[src/rtl/sdram_bank_seq.sv]
`timescale 1ns/1ps
module sdram_bank_seq #(
  parameter int BG_W  = 2,
  parameter int BA_W  = 2,
  parameter int ROW_W = 16,
  parameter int COL_W = 10,
  parameter int T_RCD = 4,
  parameter int T_CCD = 2,
  parameter int T_RTP = 2,
  parameter int T_RP  = 4,
  parameter int CL    = 4,
  parameter int BURST = 4,
  localparam int BK_W = BG_W + BA_W,
  localparam int AW   = BK_W + ROW_W + COL_W
) (
  input  logic             clk,
  input  logic             rst_n,
  input  logic             req_valid,
  output logic             req_ready,
  input  logic             req_write,
  input  logic [AW-1:0]    req_addr,
  output logic             cmd_valid,
  output logic [1:0]       cmd_type,
  output logic [BK_W-1:0]  cmd_bank,
  output logic [ROW_W-1:0] cmd_row,
  output logic [COL_W-1:0] cmd_col,
  output logic             rd_due
);
  localparam int NBANK = 1 << BK_W;
  localparam int TM1   = (T_RCD > T_CCD) ? T_RCD : T_CCD;
  localparam int TM2   = (T_RTP > T_RP) ? T_RTP : T_RP;
  localparam int TMAX  = (TM1 > TM2) ? TM1 : TM2;
  localparam int CW    = $clog2(TMAX + 1);
  localparam int SRL   = CL + BURST - 1;
  localparam logic [1:0] C_ACT = 2'd0, C_RD = 2'd1, C_WR = 2'd2, C_PRE = 2'd3;

  logic             busy, q_wr;
  logic [BK_W-1:0]  q_bank;
  logic [ROW_W-1:0] q_row;
  logic [COL_W-1:0] q_col;
  logic [NBANK-1:0] open_v;
  logic [ROW_W-1:0] open_row [NBANK];
  logic [CW-1:0]    rcd_c [NBANK];
  logic [CW-1:0]    rtp_c [NBANK];
  logic [CW-1:0]    rp_c  [NBANK];
  logic [CW-1:0]    ccd_c;
  logic [SRL-1:0]   rd_sr;
  logic             hit, can;
  logic [1:0]       want_t;

  assign hit = open_v[q_bank] && (open_row[q_bank] == q_row);

  always_comb begin
    if (hit) begin
      want_t = q_wr ? C_WR : C_RD;
      can    = (rcd_c[q_bank] == '0) && (ccd_c == '0);
    end else if (open_v[q_bank]) begin
      want_t = C_PRE;
      can    = (rtp_c[q_bank] == '0);
    end else begin
      want_t = C_ACT;
      can    = (rp_c[q_bank] == '0);
    end
  end

  assign req_ready = !busy;
  assign cmd_valid = busy && can;
  assign cmd_type  = want_t;
  assign cmd_bank  = q_bank;
  assign cmd_row   = q_row;
  assign cmd_col   = q_col;
  assign rd_due    = |rd_sr[SRL-1:CL-1];

  always_ff @(posedge clk) begin
    if (!rst_n) begin
      busy   <= 1'b0;
      q_wr   <= 1'b0;
      q_bank <= '0;
      q_row  <= '0;
      q_col  <= '0;
      open_v <= '0;
      ccd_c  <= '0;
      rd_sr  <= '0;
      for (int b = 0; b < NBANK; b++) begin
        open_row[b] <= '0;
        rcd_c[b]    <= '0;
        rtp_c[b]    <= '0;
        rp_c[b]     <= '0;
      end
    end else begin
      rd_sr <= {rd_sr[SRL-2:0], cmd_valid && (cmd_type == C_RD)};
      for (int b = 0; b < NBANK; b++) begin
        if (rcd_c[b] != '0) rcd_c[b] <= rcd_c[b] - 1'b1;
        if (rtp_c[b] != '0) rtp_c[b] <= rtp_c[b] - 1'b1;
        if (rp_c[b]  != '0) rp_c[b]  <= rp_c[b]  - 1'b1;
      end
      if (ccd_c != '0) ccd_c <= ccd_c - 1'b1;
      if (req_valid && !busy) begin
        busy   <= 1'b1;
        q_wr   <= req_write;
        q_bank <= req_addr[AW-1 -: BK_W];
        q_row  <= req_addr[COL_W +: ROW_W];
        q_col  <= req_addr[COL_W-1:0];
      end
      if (cmd_valid) begin
        case (cmd_type)
          C_ACT: begin
            open_v[q_bank]   <= 1'b1;
            open_row[q_bank] <= q_row;
            rcd_c[q_bank]    <= CW'(T_RCD - 1);
          end
          C_PRE: begin
            open_v[q_bank] <= 1'b0;
            rp_c[q_bank]   <= CW'(T_RP - 1);
          end
          C_RD: begin
            rtp_c[q_bank] <= CW'(T_RTP - 1);
            ccd_c         <= CW'(T_CCD - 1);
            busy          <= 1'b0;
          end
          default: begin
            ccd_c <= CW'(T_CCD - 1);
            busy  <= 1'b0;
          end
        endcase
      end
    end
  end

  // Independent elapsed-time trackers for the spacing assertions
  logic [CW-1:0] since_act [NBANK];
  logic [CW-1:0] since_rd  [NBANK];
  logic [CW-1:0] since_pre [NBANK];
  logic [CW-1:0] since_col;
  logic          is_col;
  assign is_col = cmd_valid && (cmd_type == C_RD || cmd_type == C_WR);

  always_ff @(posedge clk) begin
    if (!rst_n) begin
      since_col <= '1;
      for (int b = 0; b < NBANK; b++) begin
        since_act[b] <= '1;
        since_rd[b]  <= '1;
        since_pre[b] <= '1;
      end
    end else begin
      since_col <= is_col ? CW'(1) : ((since_col != '1) ? since_col + 1'b1 : since_col);
      for (int b = 0; b < NBANK; b++) begin
        if (cmd_valid && cmd_bank == BK_W'(b) && cmd_type == C_ACT) since_act[b] <= CW'(1);
        else if (since_act[b] != '1) since_act[b] <= since_act[b] + 1'b1;
        if (cmd_valid && cmd_bank == BK_W'(b) && cmd_type == C_RD) since_rd[b] <= CW'(1);
        else if (since_rd[b] != '1) since_rd[b] <= since_rd[b] + 1'b1;
        if (cmd_valid && cmd_bank == BK_W'(b) && cmd_type == C_PRE) since_pre[b] <= CW'(1);
        else if (since_pre[b] != '1) since_pre[b] <= since_pre[b] + 1'b1;
      end
    end
  end

  p_act_to_col_r3: assert property (@(posedge clk) disable iff (!rst_n)
    is_col |-> since_act[cmd_bank] >= CW'(T_RCD));
  p_col_gap_r6: assert property (@(posedge clk) disable iff (!rst_n)
    is_col |-> since_col >= CW'(T_CCD));
  p_rd_to_pre_r7: assert property (@(posedge clk) disable iff (!rst_n)
    (cmd_valid && cmd_type == C_PRE) |-> since_rd[cmd_bank] >= CW'(T_RTP));
  p_pre_to_act_r8: assert property (@(posedge clk) disable iff (!rst_n)
    (cmd_valid && cmd_type == C_ACT) |-> since_pre[cmd_bank] >= CW'(T_RP));
  p_one_req_r10: assert property (@(posedge clk) disable iff (!rst_n)
    (req_valid && req_ready) |=> !req_ready);
endmodule

[config.mk]
export PLATFORM = sky130hd
export DESIGN_NAME = sdram_bank_seq
export DESIGN_NICKNAME = d
export VERILOG_FILES = /design/src/rtl/sdram_bank_seq.sv
export SDC_FILE = /design/constraint.sdc
export NUM_CORES = 1
export LEC_CHECK = 0
export BUFFER_PORTS_ARGS = -buffer_cell sky130_fd_sc_hd__buf_2
export CELL_PAD_IN_SITES_DETAIL_PLACEMENT = 1
export CELL_PAD_IN_SITES_GLOBAL_PLACEMENT = 2
export CORE_MARGIN = 2
export CORE_UTILIZATION = 47
export CTS_CLUSTER_DIAMETER = 100
export DETAILED_ROUTE_END_ITERATION = 8
export MAX_ROUTING_LAYER = met4
export PLACE_DENSITY = 0.83
export SYNTH_ARGS = -nofsm -noshare
export SYNTH_HDL_FRONTEND = slang
export SYNTH_SLANG_ARGS = --single-unit
[constraint.sdc]
create_clock -name clk -period 13.8 [get_ports clk]
set_input_delay 3.45 -clock clk [delete_from_list [all_inputs] [get_ports clk]]
set_output_delay 3.45 -clock clk [all_outputs]
set_load 0.03 [all_outputs]
==> reports/metrics.cfg <==
[global_routing]
grtUsageTotal_pct = 26.9
top_usage_layer = met2
grt_util_met2_pct = 45.2
grt_pass1_vias = 17800
grt_pass1_wl_um = 107000
grt_use_met3_pct = 3.00
met1_usage_pct = 34.6
grt_max_degree = 129
antenna_found_initial = 0
grt_overflow = 0

[sta]
tightest_slew_ns = 1.24
fin_skew_ns = 0.0138
fmax_mhz = 115
setup_viol = 0
period_share_pct = 62.8
fin_crit_ns = 8.66
hold_viol_final = 0
slew_headroom_pct = 15.2
rsz0062_at_grt = no
finalMaxSlewViolations = 0
setup_tns_ns = 0
timing.final.ws_setup_ns = 5.14

[synth]
synth-xor-area-share_pct = 2.80
synth_adder_area_share_pct = 5.26
synth_ff_type = edfxtp_1
synth-seq-cells = 462
synthMuxAreaShare_pct = 8.42
ys_seq_area_share_pct = 49.1
synth_fp_nets = 2247
synth_compound_area_share_pct = 10.5
synth_common_cells = edfxtp_1, nor3_2, dfxtp_1, nand2_1, inv_1
yosysMostFrequentCell = edfxtp_1
synth_top_family_by_area = simple AND/OR/NAND/NOR gates
synth-simple-area-share_pct = 17.8
yosysTopAreaCell = edfxtp_1
synth_edf_count = 256
syn_area_um2 = 24000
synth_top_area_share_pct = 32.0
postSynthAreaPerCell_um2 = 11.4
ys_async_sr_fraction_pct = 0
ys.warnings.count = 0
synth_area_leaders = edfxtp_1, dfxtp_1, nor3_2, mux4_2, ha_1
synth_cells = 2112
yosysUniqueCellTypes = 68

[drt]
dr.pass1.iters = 7
drcViolationCount = 0
ant_nets = 0
wl_per_cell_um = 24.0
wl_um = 68400
vias = 16900
vias_per_cell = 5.95
drt_iter0_drc = 1164

[floorplan]
rows = 82
initial_core_util_pct = 47.8
die_w_um = 230
die_h_um = 230
ios = 69
coreArea_um2 = 50300
die_area_um2 = 53000

[clocking]
cts_max_path_buffers = 3
clkSlewWorstSetupHoldPaths_ns = 0.06
cts_max_level = 2
cts_tree = yes
clockRootBuffer = clkbuf_16
insertion_delay_ns = 0.59
postCtsSetupBuffers = 0
cts_made_buffers = 50
cts.sinks = 462
cts_hold_buf = 0
ctsResizeCount = 0

[finish]
design_area_um2 = 26500
utilization_pct = 52.7
drive_gt1_share_pct = 24.0
n_antenna_cell = 0
area_growth_syn_to_layout_pct = 10.2
instances_no_fill = 2847
nets = 2269

[hold_path]
hold_class = reg2reg

[placed_design]
numPortBuffers = 68
hpwl_um = 44000
place_ws_ns = 5.75
place.gp.congestion = 0.840
placed_area_um2 = 24800
dp.cells = 2754

[run]
cap_violations = 0

[critical_path]
startpoint_type = flop
worstPathRequired_ns = 10.35
crit_arrival_ns = 5.21
critPathCaptureType = primary output
crit_type = reg2out
crit_fanout = 42

[power_and_ir_drop]
p_per_area_nw_per_um2 = 190
peakVddDrop_v = 0.000141
leakage_uw = 0.00926

[run_status]
outcome = finished clean

-- flip-flops by register name, summed over array words and instances, names as in the netlist, named ones only --
name	flops
open_row	256
rcd_c	48
rp_c	48
rtp_c	48
cmd_row	16
cmd_col	10
rd_sr	7
cmd_bank	4
ccd_c	3
busy	1
q_wr	1
-- per-layer routing --
| layer | vias up | routed length [µm] |
|---|---|---|
| met2 | 412 | 34100 |
| met3 | 118 | 3180 |
| met1 | 8667 | 29400 |
| li1 | 7748 | - |
| met4 | 0 | 1630 |
| met5 | - | 0 |
-- cell usage in the layout, fill, tap and decap left out, drive strengths merged, types with 12 or more instances in the layout --
| cell | instances |
|---|---|
| inv | 151 |
| nor3 | 288 |
| mux2 | 13 |
| a211oi | 44 |
| ha | 101 |
| xor2 | 17 |
| nor2 | 67 |
| edfxtp | 256 |
| clkinv | 21 |
| mux4 | 61 |
| mux2i | 50 |
| xnor2 | 58 |
| a221oi | 18 |
| a21oi | 84 |
| dfxtp | 206 |
| o22ai | 47 |
| and3 | 14 |
| o211a | 12 |
| clkbuf | 73 |
| a22o | 19 |
| o21ai | 93 |
| nand2b | 27 |
| nor2b | 27 |
| nand2 | 161 |
| nor4 | 26 |
| buf | 127 |
-- final cells by class --
cell class / instances / area (µm²)
Fill cell: 5252 / 23800
Clock inverter: 20 / 220
Clock buffer: 73 / 1460
Inverter: 157 / 592
Tap cell: 672 / 841
Multi-Input combinational cell: 1336 / 10800
Timing Repair Buffer: 127 / 798
Sequential cell: 462 / 11800
-- stage by stage --
step,hold slack [ns],power [µW]
4_1_cts,0.440,5080
3_5_place_dp,0.427,3690
2_1_floorplan,0.412,3360
3_3_place_gp,0.419,3590
6_report,0.435,5040
5_1_grt,0.467,5380
-- kinds of logic (layout without fill, tap and decap cells) --
group,after synthesis,in the layout
AOI/OAI and AO/OA,382,382
xor gates and xnor gates,75,75
adders and majority gates,101,101
buffers and inverters,314,377
DFF,462,462
muxes,124,124
and+or+nand+nor,654,654
-- report_power, final --
| part | internal, µW | switching [µW] | total (µW) |
|---|---|---|---|
| registers | 1680 | 173 | 1850 |
| clock network | 812 | 572 | 1380 |
| logic | 686 | 1120 | 1810 |
-- worst max-delay path, stage by stage (launching register included) --
cell and delay [ns]:
dfxtp_4 0.61, buf_4 0.69, mux4_2 0.60, mux2_2 0.29, nand2b_1 0.15, a211oi_1 0.56
or2_2 0.31, nor3b_1 0.23, nand4_1 0.21, mux2i_2 0.60, buf_2 0.32
-- path summary, 6_finish.rpt --
check | from | endpoint | slack (ns) | depth (start not counted)
setup / recovery | flop | cmd_valid | 5.14 | 10
hold / removal | rd_sr[2] | rd_sr[3] | 0.43 | 1
setup reg to reg | flop | open_row[12][5] | 6.98 | 16
hold reg to reg | rd_sr[2] | rd_sr[3] | 0.43 | 1
Note: power is estimated with default switching activity, not from simulation.
